**src/rtl/ofs_pkg.sv**
```systemverilog
// Package ofs_pkg
// Shared types for the offset register port: names the two offset slots.
package ofs_pkg;
    typedef enum logic {
        SEL_AE = 1'b0,
        SEL_AF = 1'b1
    } ofs_sel_e;
endpackage

```
**src/rtl/ofs_serial_loader.sv**
```systemverilog
// Module ofs_serial_loader
// Walks a bit position across almost-empty then almost-full, one bit per
// enabled cycle, LSB first, wrapping after 2*OFS_W bits.
// Assumes OFS_W >= 2. A parallel write in the same cycle blocks the shift.
module ofs_serial_loader #(
    parameter int OFS_W = 12
) (
    input  logic                         clk,
    input  logic                         rst_n,
    input  logic                         ld_n,
    input  logic                         ser_en_n,
    input  logic                         par_wr,
    output logic                         shift_en,
    output logic                         shift_af,
    output logic [$clog2(OFS_W)-1:0]     shift_pos
);
    localparam int CNT_W = $clog2(2 * OFS_W);
    localparam int POS_W = $clog2(OFS_W);
    localparam logic [CNT_W-1:0] LAST  = CNT_W'(2 * OFS_W - 1);
    localparam logic [CNT_W-1:0] HALF  = CNT_W'(OFS_W);

    logic [CNT_W-1:0] cnt_q;
    logic [CNT_W-1:0] rel_pos;

    // Shift qualifier: strobe and enable active, no parallel write
    assign shift_en  = !ld_n && !ser_en_n && !par_wr;
    assign shift_af  = (cnt_q >= HALF);
    assign rel_pos   = shift_af ? (cnt_q - HALF) : cnt_q;
    assign shift_pos = POS_W'(rel_pos);

    // Position counter: advances per stored bit, wraps at the last bit
    always_ff @(posedge clk) begin
        if (!rst_n) begin
            cnt_q <= '0;
        end else if (shift_en) begin
            cnt_q <= (cnt_q == LAST) ? '0 : cnt_q + 1'b1;
        end
    end
endmodule

```
**src/rtl/ofs_access_seq.sv**
```systemverilog
// Module ofs_access_seq
// Decides which parallel accesses are taken and keeps the shared
// almost-empty/almost-full select. A write beats a read in the same cycle.
// A read is only taken if read enable was high in the previous cycle.
module ofs_access_seq
    import ofs_pkg::*;
(
    input  logic      clk,
    input  logic      rst_n,
    input  logic      ld_n,
    input  logic      wr_en_n,
    input  logic      rd_en_n,
    output logic      par_wr,
    output logic      par_rd,
    output ofs_sel_e  sel
);
    logic rd_idle_q;

    // Access decode: write first, read gated by the spacing rule
    assign par_wr = !ld_n && !wr_en_n;
    assign par_rd = !ld_n && !rd_en_n && rd_idle_q && !par_wr;

    // Spacing history: remembers whether read enable was high last cycle
    always_ff @(posedge clk) begin
        if (!rst_n) begin
            rd_idle_q <= 1'b1;
        end else begin
            rd_idle_q <= rd_en_n;
        end
    end

    // Select toggle: flips on every taken access, starts at almost-empty
    always_ff @(posedge clk) begin
        if (!rst_n) begin
            sel <= SEL_AE;
        end else if (par_wr || par_rd) begin
            sel <= (sel == SEL_AE) ? SEL_AF : SEL_AE;
        end
    end
endmodule

```
**src/rtl/ofs_regfile.sv**
```systemverilog
// Module ofs_regfile
// Holds both offsets plus the read-back register. A parallel write replaces
// the selected offset with the truncated bus value. A serial shift updates one
// bit of one offset. Assumes DATA_W >= OFS_W.
module ofs_regfile
    import ofs_pkg::*;
#(
    parameter int OFS_W   = 12,
    parameter int DATA_W  = 18,
    parameter int DEF_OFS = 127
) (
    input  logic                      clk,
    input  logic                      rst_n,
    input  logic                      par_wr,
    input  logic                      par_rd,
    input  ofs_sel_e                  sel,
    input  logic [DATA_W-1:0]         wr_data,
    input  logic                      shift_en,
    input  logic                      shift_af,
    input  logic [$clog2(OFS_W)-1:0]  shift_pos,
    input  logic                      ser_bit,
    output logic [OFS_W-1:0]          ae_offset,
    output logic [OFS_W-1:0]          af_offset,
    output logic [DATA_W-1:0]         rd_data,
    output logic                      rd_valid
);
    localparam logic [OFS_W-1:0] DEF_T = OFS_W'(DEF_OFS);

    logic [1:0][OFS_W-1:0] ofs_all;
    logic [OFS_W-1:0]      wr_trunc;

    assign wr_trunc = OFS_W'(wr_data);

    for (genvar g = 0; g < 2; g++) begin : g_slot
        localparam logic ME = 1'(g);
        logic [OFS_W-1:0] q;

        // Slot register: parallel overwrite, else single-bit serial update
        always_ff @(posedge clk) begin
            if (!rst_n) begin
                q <= DEF_T;
            end else if (par_wr && (sel == ofs_sel_e'(ME))) begin
                q <= wr_trunc;
            end else if (shift_en && (shift_af == ME)) begin
                q[shift_pos] <= ser_bit;
            end
        end

        assign ofs_all[g] = q;
    end

    assign ae_offset = ofs_all[0];
    assign af_offset = ofs_all[1];

    // Read-back port: captures the selected slot on a taken read
    always_ff @(posedge clk) begin
        if (!rst_n) begin
            rd_data  <= '0;
            rd_valid <= 1'b0;
        end else begin
            rd_valid <= par_rd;
            if (par_rd) begin
                rd_data <= DATA_W'(ofs_all[sel]);
            end
        end
    end
endmodule

```
**src/rtl/ofs_reg_port.sv**
```systemverilog
// Module ofs_reg_port
// Top of the threshold offset register port. It joins the serial loader, the
// access sequencer and the register file. One clock with a synchronous,
// active-low reset. Assumes OFS_W >= 2 and DATA_W >= OFS_W.
module ofs_reg_port
    import ofs_pkg::*;
#(
    parameter int OFS_W   = 12,
    parameter int DATA_W  = 18,
    parameter int DEF_OFS = 127
) (
    input  logic               clk,
    input  logic               rst_n,
    input  logic               ld_n,
    input  logic               ser_en_n,
    input  logic               ser_bit,
    input  logic               wr_en_n,
    input  logic [DATA_W-1:0]  wr_data,
    input  logic               rd_en_n,
    output logic [DATA_W-1:0]  rd_data,
    output logic               rd_valid,
    output logic [OFS_W-1:0]   ae_offset,
    output logic [OFS_W-1:0]   af_offset
);
    localparam int POS_W = $clog2(OFS_W);

    logic              par_wr;
    logic              par_rd;
    ofs_sel_e          sel;
    logic              shift_en;
    logic              shift_af;
    logic [POS_W-1:0]  shift_pos;

    ofs_access_seq u_seq (
        .clk     (clk),
        .rst_n   (rst_n),
        .ld_n    (ld_n),
        .wr_en_n (wr_en_n),
        .rd_en_n (rd_en_n),
        .par_wr  (par_wr),
        .par_rd  (par_rd),
        .sel     (sel)
    );

    ofs_serial_loader #(.OFS_W(OFS_W)) u_ser (
        .clk       (clk),
        .rst_n     (rst_n),
        .ld_n      (ld_n),
        .ser_en_n  (ser_en_n),
        .par_wr    (par_wr),
        .shift_en  (shift_en),
        .shift_af  (shift_af),
        .shift_pos (shift_pos)
    );

    ofs_regfile #(
        .OFS_W   (OFS_W),
        .DATA_W  (DATA_W),
        .DEF_OFS (DEF_OFS)
    ) u_rf (
        .clk       (clk),
        .rst_n     (rst_n),
        .par_wr    (par_wr),
        .par_rd    (par_rd),
        .sel       (sel),
        .wr_data   (wr_data),
        .shift_en  (shift_en),
        .shift_af  (shift_af),
        .shift_pos (shift_pos),
        .ser_bit   (ser_bit),
        .ae_offset (ae_offset),
        .af_offset (af_offset),
        .rd_data   (rd_data),
        .rd_valid  (rd_valid)
    );
endmodule

```
**config.mk**
```make
export PLATFORM = sky130hd
export DESIGN_NAME = ofs_reg_port
export DESIGN_NICKNAME = d
export VERILOG_FILES = /design/src/rtl/ofs_pkg.sv /design/src/rtl/ofs_serial_loader.sv /design/src/rtl/ofs_access_seq.sv /design/src/rtl/ofs_regfile.sv /design/src/rtl/ofs_reg_port.sv
export SDC_FILE = /design/constraint.sdc
export NUM_CORES = 1
export LEC_CHECK = 0
export CORE_ASPECT_RATIO = 0.8
export CORE_MARGIN = 4
export CORE_UTILIZATION = 34
export CTS_CLUSTER_DIAMETER = 80
export DETAILED_ROUTE_END_ITERATION = 16
export GPL_TIMING_DRIVEN = 0
export PLACE_DENSITY = 0.63
export SYNTH_ARGS = -nofsm -noshare
export SYNTH_HDL_FRONTEND = slang
export SYNTH_SLANG_ARGS = --single-unit
```
**constraint.sdc**
```tcl
create_clock -name clk -period 3.8 [get_ports clk]
set_clock_uncertainty 0.05 [all_clocks]
set_input_delay 0.76 -clock clk [delete_from_list [all_inputs] [get_ports clk]]
set_output_delay 0.76 -clock clk [all_outputs]
set_load 0.05 [all_outputs]
```
Word-level counts from Yosys, hierarchy flattened
Index checks and enable logic that the tools add are counted.
- add/sub/neg operators: 2
- multiplexer cells: 13
- order comparisons: 4
- bitwise logic cells: 2
- reduce and logical (&&, ||, !) cells: 19
- equal/unequal tests: 1
- operators with widths (cell ; number):
    $mux 12 ; 6
    $bwmux 12 ; 2
    $logic_and 1x1->1 ; 11
    $add 5x1->5 const B ; 1
    $eq 5x5->1 const B ; 1
    $ge 5x4->1 const B ; 1
    $logic_not 1->1 ; 5
    $lt 4x5->1 const B ; 1
    $mux 5 ; 1
    $demux 1 s4 ; 1
    $ge 4x1->1 const B ; 1
    $mux 4 ; 1
    $reduce_bool 2->1 ; 2
    $sub 4x4->4 const B ; 1
    $lt 1x2->1 const B ; 1
    $mux 1 ; 2
    $not 1->1 ; 2
    $logic_or 1x1->1 ; 1
- flip-flop bits (word level): 44
- logic and storage cells: 48
- output and inout port bits: 43

Logic depth before layout (Yosys ltp)
- depth after elaboration: 9
- mapped depth: 8
- mapped depth without buffers: 6

Cells and area by module
Synthesis repeated with hierarchy kept, for this count alone.
- cells, all modules: 276
- area, all modules: 2451.1 um2
- modules (own cells, without submodules) (module ; times used ; seq. area each (um2) ; cells an instance ; area an instance (um2)):
    ofs_regfile ; 1 ; 740.7 ; 222 ; 1985.7
    ofs_serial_loader ; 1 ; 100.1 ; 44 ; 365.4
    ofs_access_seq ; 1 ; 40.0 ; 10 ; 100.1

Least setup slack after synthesis
No wires, ideal clock.
- kind: input to register
- start: input ld_n
- end: register u_rf.g_slot[1].q[8], in the netlist u_rf.af_offset[8]
- path slack: 1.694 ns
- arrival time: 1.921 ns
- cell stages on the path: 6
- required time: 3.615 ns
- cell sequence: clkbuf_1 or3b_2 clkbuf_1 clkbuf_1 o21ai_0 a31oi_1
- word-level cells in the longest chain between the ends: 6
- ends and longest elaborated chain (element ; RTL line ; text):
    from (decl) ; ofs_reg_port.sv:14 ; input logic ld_n,
    $logic_not 1->1 (*) ; ofs_serial_loader.sv:26, ofs_access_seq.sv:20 ;
    $logic_and 1x1->1 ; ofs_access_seq.sv:20 ; assign par_wr = !ld_n && !wr_en_n;
    $logic_not 1->1 ; ofs_serial_loader.sv:26 ; assign shift_en = !ld_n && !ser_en_n && !par_wr;
    $logic_and 1x1->1 ; ofs_serial_loader.sv:26 ;
    $logic_and 1x1->1 ; ofs_regfile.sv:44 ; end else if (shift_en && (shift_af == ME)) begin
    $reduce_bool 2->1 (no line) ; -- ;
    to (signal assigned) ; ofs_regfile.sv:43 ; q <= wr_trunc;
    to (signal, indexed assignment) ; ofs_regfile.sv:45 ; q[shift_pos] <= ser_bit;
    to (decl) ; ofs_regfile.sv:36 ; logic [OFS_W-1:0] q;
Mark *: on every way between the ends. The rest lies on a longest branch, timed or not.
A chain may end at the register's enable or synchronous reset.

Worst setup path in the final report
- start: input wr_en_n
- end: register u_rf.rd_data[0]
- word-level cells in the longest chain between the ends: 4
- ends and longest elaborated chain (element ; RTL line ; text):
    from (decl) ; ofs_reg_port.sv:17 ; input logic wr_en_n,
    $logic_not 1->1 ; ofs_access_seq.sv:20 ;
    $logic_and 1x1->1 ; ofs_access_seq.sv:20 ;
    $logic_not 1->1 ; ofs_access_seq.sv:21 ; assign par_rd = !ld_n && !rd_en_n && rd_idle_q && !par_wr;
    $logic_and 1x1->1 ; ofs_access_seq.sv:21 ;
    to (signal assigned) ; ofs_regfile.sv:63 ; rd_data <= DATA_W'(ofs_all[sel]);
    to (decl) ; ofs_regfile.sv:24 ; output logic [DATA_W-1:0] rd_data,
Every way passes these cells.

==> flow_summary.yaml <==
finish:
  final_area_um2: 3214
  mostFrequentLayoutCell: "clkdlybuf4s50_1"
  area_growth_syn_to_layout_pct: 32.35
  final_cell_mix: "clkdlybuf4s50_1, dfxtp_1, mux2i_1, nand2_1"
  drive_gt1_share_pct: 6.667
  diodes: 0
  instances_no_fill: 432
  nNetsFinal: 375
die:
  core-area_um2: 6925
  io_pins: 68
  dieHeight_um: 83.60
  initial_core_util_pct: 35.07
  dieArea_um2: 8568
  die_x_um: 102.5
  row_count: 27
power_and_ir_drop:
  ir_drop_mv: 0.1713
  power_leakage_nw: 1.287
  power_density_nw_per_um2: 343.2
critical_path:
  cpPeakStageDelay_ps: 530
  critPathMaxFanout: 10
  required_ps: 3950
  cp_cell_sequence: "clkdlybuf4s50_1 -> clkbuf_1 -> nor3b_2 -> clkbuf_1 -> nand2_1 -> o211a_1"
  crit_arrival_ps: 2770
  cpMostUsedCell: "clkbuf_1"
  cp-start-kind: "input pin"
  end_kind: "flop"
  crit_path_top_delay_cell: "clkdlybuf4s50_1"
  crit_type: "input pin to flop"
global_route:
  first_global_vias: 2200
  grt_max_degree: 14
  grt_pass1_wl_um: 11520
  antenna_found_initial: 0
  grtUsageTotal_pct: 16.95
  grt-ovfl-total: 0
worst_hold_path:
  min_path_type: "flop to flop"
yosys:
  synth_cell_types: 47
  synth_edf_count: 0
  seq_area_frac_synth_pct: 36.27
  synthCells: 277
  synth_ff_type: "dfxtp_1"
  syn_area_um2: 2429
  syn_area_per_cell_um2: 8.767
  ys_warn_count: 0
  synth-seq-cells: 44
  ys_async_sr_fraction_pct: 0
drt:
  routedLengthMet1_um: 3514
  drt_pre_antenna_iters: 5
  wl_met3_um: 603
  wl_per_cell_um: 16.28
  drt_iter0_drc: 195
  route.detailed.drc: 0
  drt_wl_total_um: 7035
  postRouteAntennaNets: 0
  post_drt_via_cell_ratio: 5.340
  dr.max_layer_used: "met4"
  route.met2.wl_um: 2848
  vias: 2307
placement:
  placed_cells: 424
  placed_cell_area_um2: 3107
  hpwl_um: 5339
  gp_congestion: 0.8977
  dp_slack_ps: 882.4
  port-buffer-count: 55
run:
  drv_cap: 0
clocking:
  postCtsResizedCells: 0
  cts_buffers: 5
  clk_pin_slew_ps: 90
  cts_tree: "yes"
  htreeDepth: 2
  cts_hold_buf: 0
  cts.sinks: 44
  clk_latency_ps: 300
  post-cts-setup-buffer-count: 0
  cts_root_buffer: "clkbuf_8"
  clk_path_buf_depth: 2
timing:
  finalHoldViolCount: 0
  finalSetupViolCount: 0
  layout_setup_ws_ps: 1181
  slew_headroom_pct: 33.87
  setup-tns-final_ps: 0
  drv_slew: 0
  rsz0062_at_grt: "false"
  post-route-period-util_pct: 68.93
  post-route-min-period_ps: 2619
  max_slew.worst_pin.slew_ps: 989.8
  fmax_mhz: 381.8
outcome:
  status: "finished, final reports clean"
[report_power, final]
group	total (W)	internal (W)	switching, W
clock network	0.000361	0.000195	0.000165
registers	0.000498	0.000483	0.0000157
logic	0.000244	0.0000894	0.000154
total	0.00110	0.000767	0.000336
[worst max-delay path, delay by kind of cell]
family	cells	cell delay, ps
AO/OA/AOI/OAI	1	150
buffers and inverters	3	1300
AND/OR/NAND/NOR	2	560
[kinds of logic (layout without fill, tap and decap cells)]
logic type                 Yosys count  count (layout)  synth area share [%]
AOI/OAI and AO/OA                   65              65                 19.17
xor gates and xnor gates             5               5                 1.804
adders and majority gates            6               6                 3.091
buffers and inverters               33              96                 6.543
DFF                                 44              44                 36.27
muxes                               26              26                 10.77
other                                1               6                0.1544
and+or+nand+nor                     97              97                 22.20
[synthesized netlist by cell type, drive strengths merged (2+ instances only)]
cell     number  area share, %
o211ai        2           0.62
o31a          2           0.72
nor3         11            2.3
o211a        12            4.9
nand3         6            1.2
o21ai        18            3.7
nor4          6            1.5
o31ai         2           0.62
nand3b        2           0.62
nor2         13            2.0
clkbuf       17            2.6
nand2b        4            1.0
dfxtp        44             36
and2          5            1.3
a32oi         3            1.1
nand2        22            3.4
xnor2         3            1.1
nand4bb       3            1.4
a21oi        13            2.7
a31oi         4            1.0
or3           2           0.52
and3          2           0.52
inv           5           0.77
nor3b         8            2.9
nand4         8            2.1
mux2i        25             10
xor2          2           0.72
ha            6            3.1
buf          11            3.1
nor2b         3           0.77
[registers in the layout (all words and copies together) (netlist names)]
| signal | count |
|---|---|
| u_rf.ae_offset | 12 |
| u_rf.af_offset | 12 |
| u_rf.rd_data | 12 |
| u_rf.rd_valid | 1 |
| u_seq.rd_idle_q | 1 |
| u_seq.sel | 1 |
| u_ser.cnt_q | 5 |
[area by class of cell]
class,instances,area [um^2]
buffer,28,140.1
sequential,44,880.8
clock buffer,6,72.57
clock inverter,2,35.03
fill,679,3711
timing repair buffer,55,550.5
multi-input combinational,205,1408
inverter,5,18.77
tap,87,108.9
[path summary, 6_finish.rpt]
kind	from	to	slack [ps]	cells past startpoint
setup / recovery	wr_en_n	u_rf.rd_data[0]	1180	6
hold / removal	u_rf.rd_data[6]	u_rf.rd_data[6]	450	1
setup reg to reg	u_ser.cnt_q[0]	u_rf.ae_offset[7]	1360	8
hold reg to reg	u_rf.rd_data[6]	u_rf.rd_data[6]	450	1
[per-layer routing]
metal / global-route usage (%) / up-vias
met3: 4.261 / 9
met5: 0 / -
li1: - / 1139
met1: 26.44 / 1066
met4: 3.337 / 0
met2: 23.15 / 93
[through the flow]
| stage | hold slack, ps | total power, W | util, % |
|---|---|---|---|
| 6_report | 454.7 | 0.001103 | 46.41 |
| 5_1_grt | 482.9 | 0.001144 | 46.41 |
| 4_1_cts | 456.0 | 0.001107 | 46.41 |
| 3_5_place_dp | 435.6 | 0.0007525 | 44.86 |
| 3_3_place_gp | 428.8 | 0.0007518 | 44.86 |
| 2_1_floorplan | 503.8 | 0.0006661 | - |
Power figures use the tool's default switching activity.
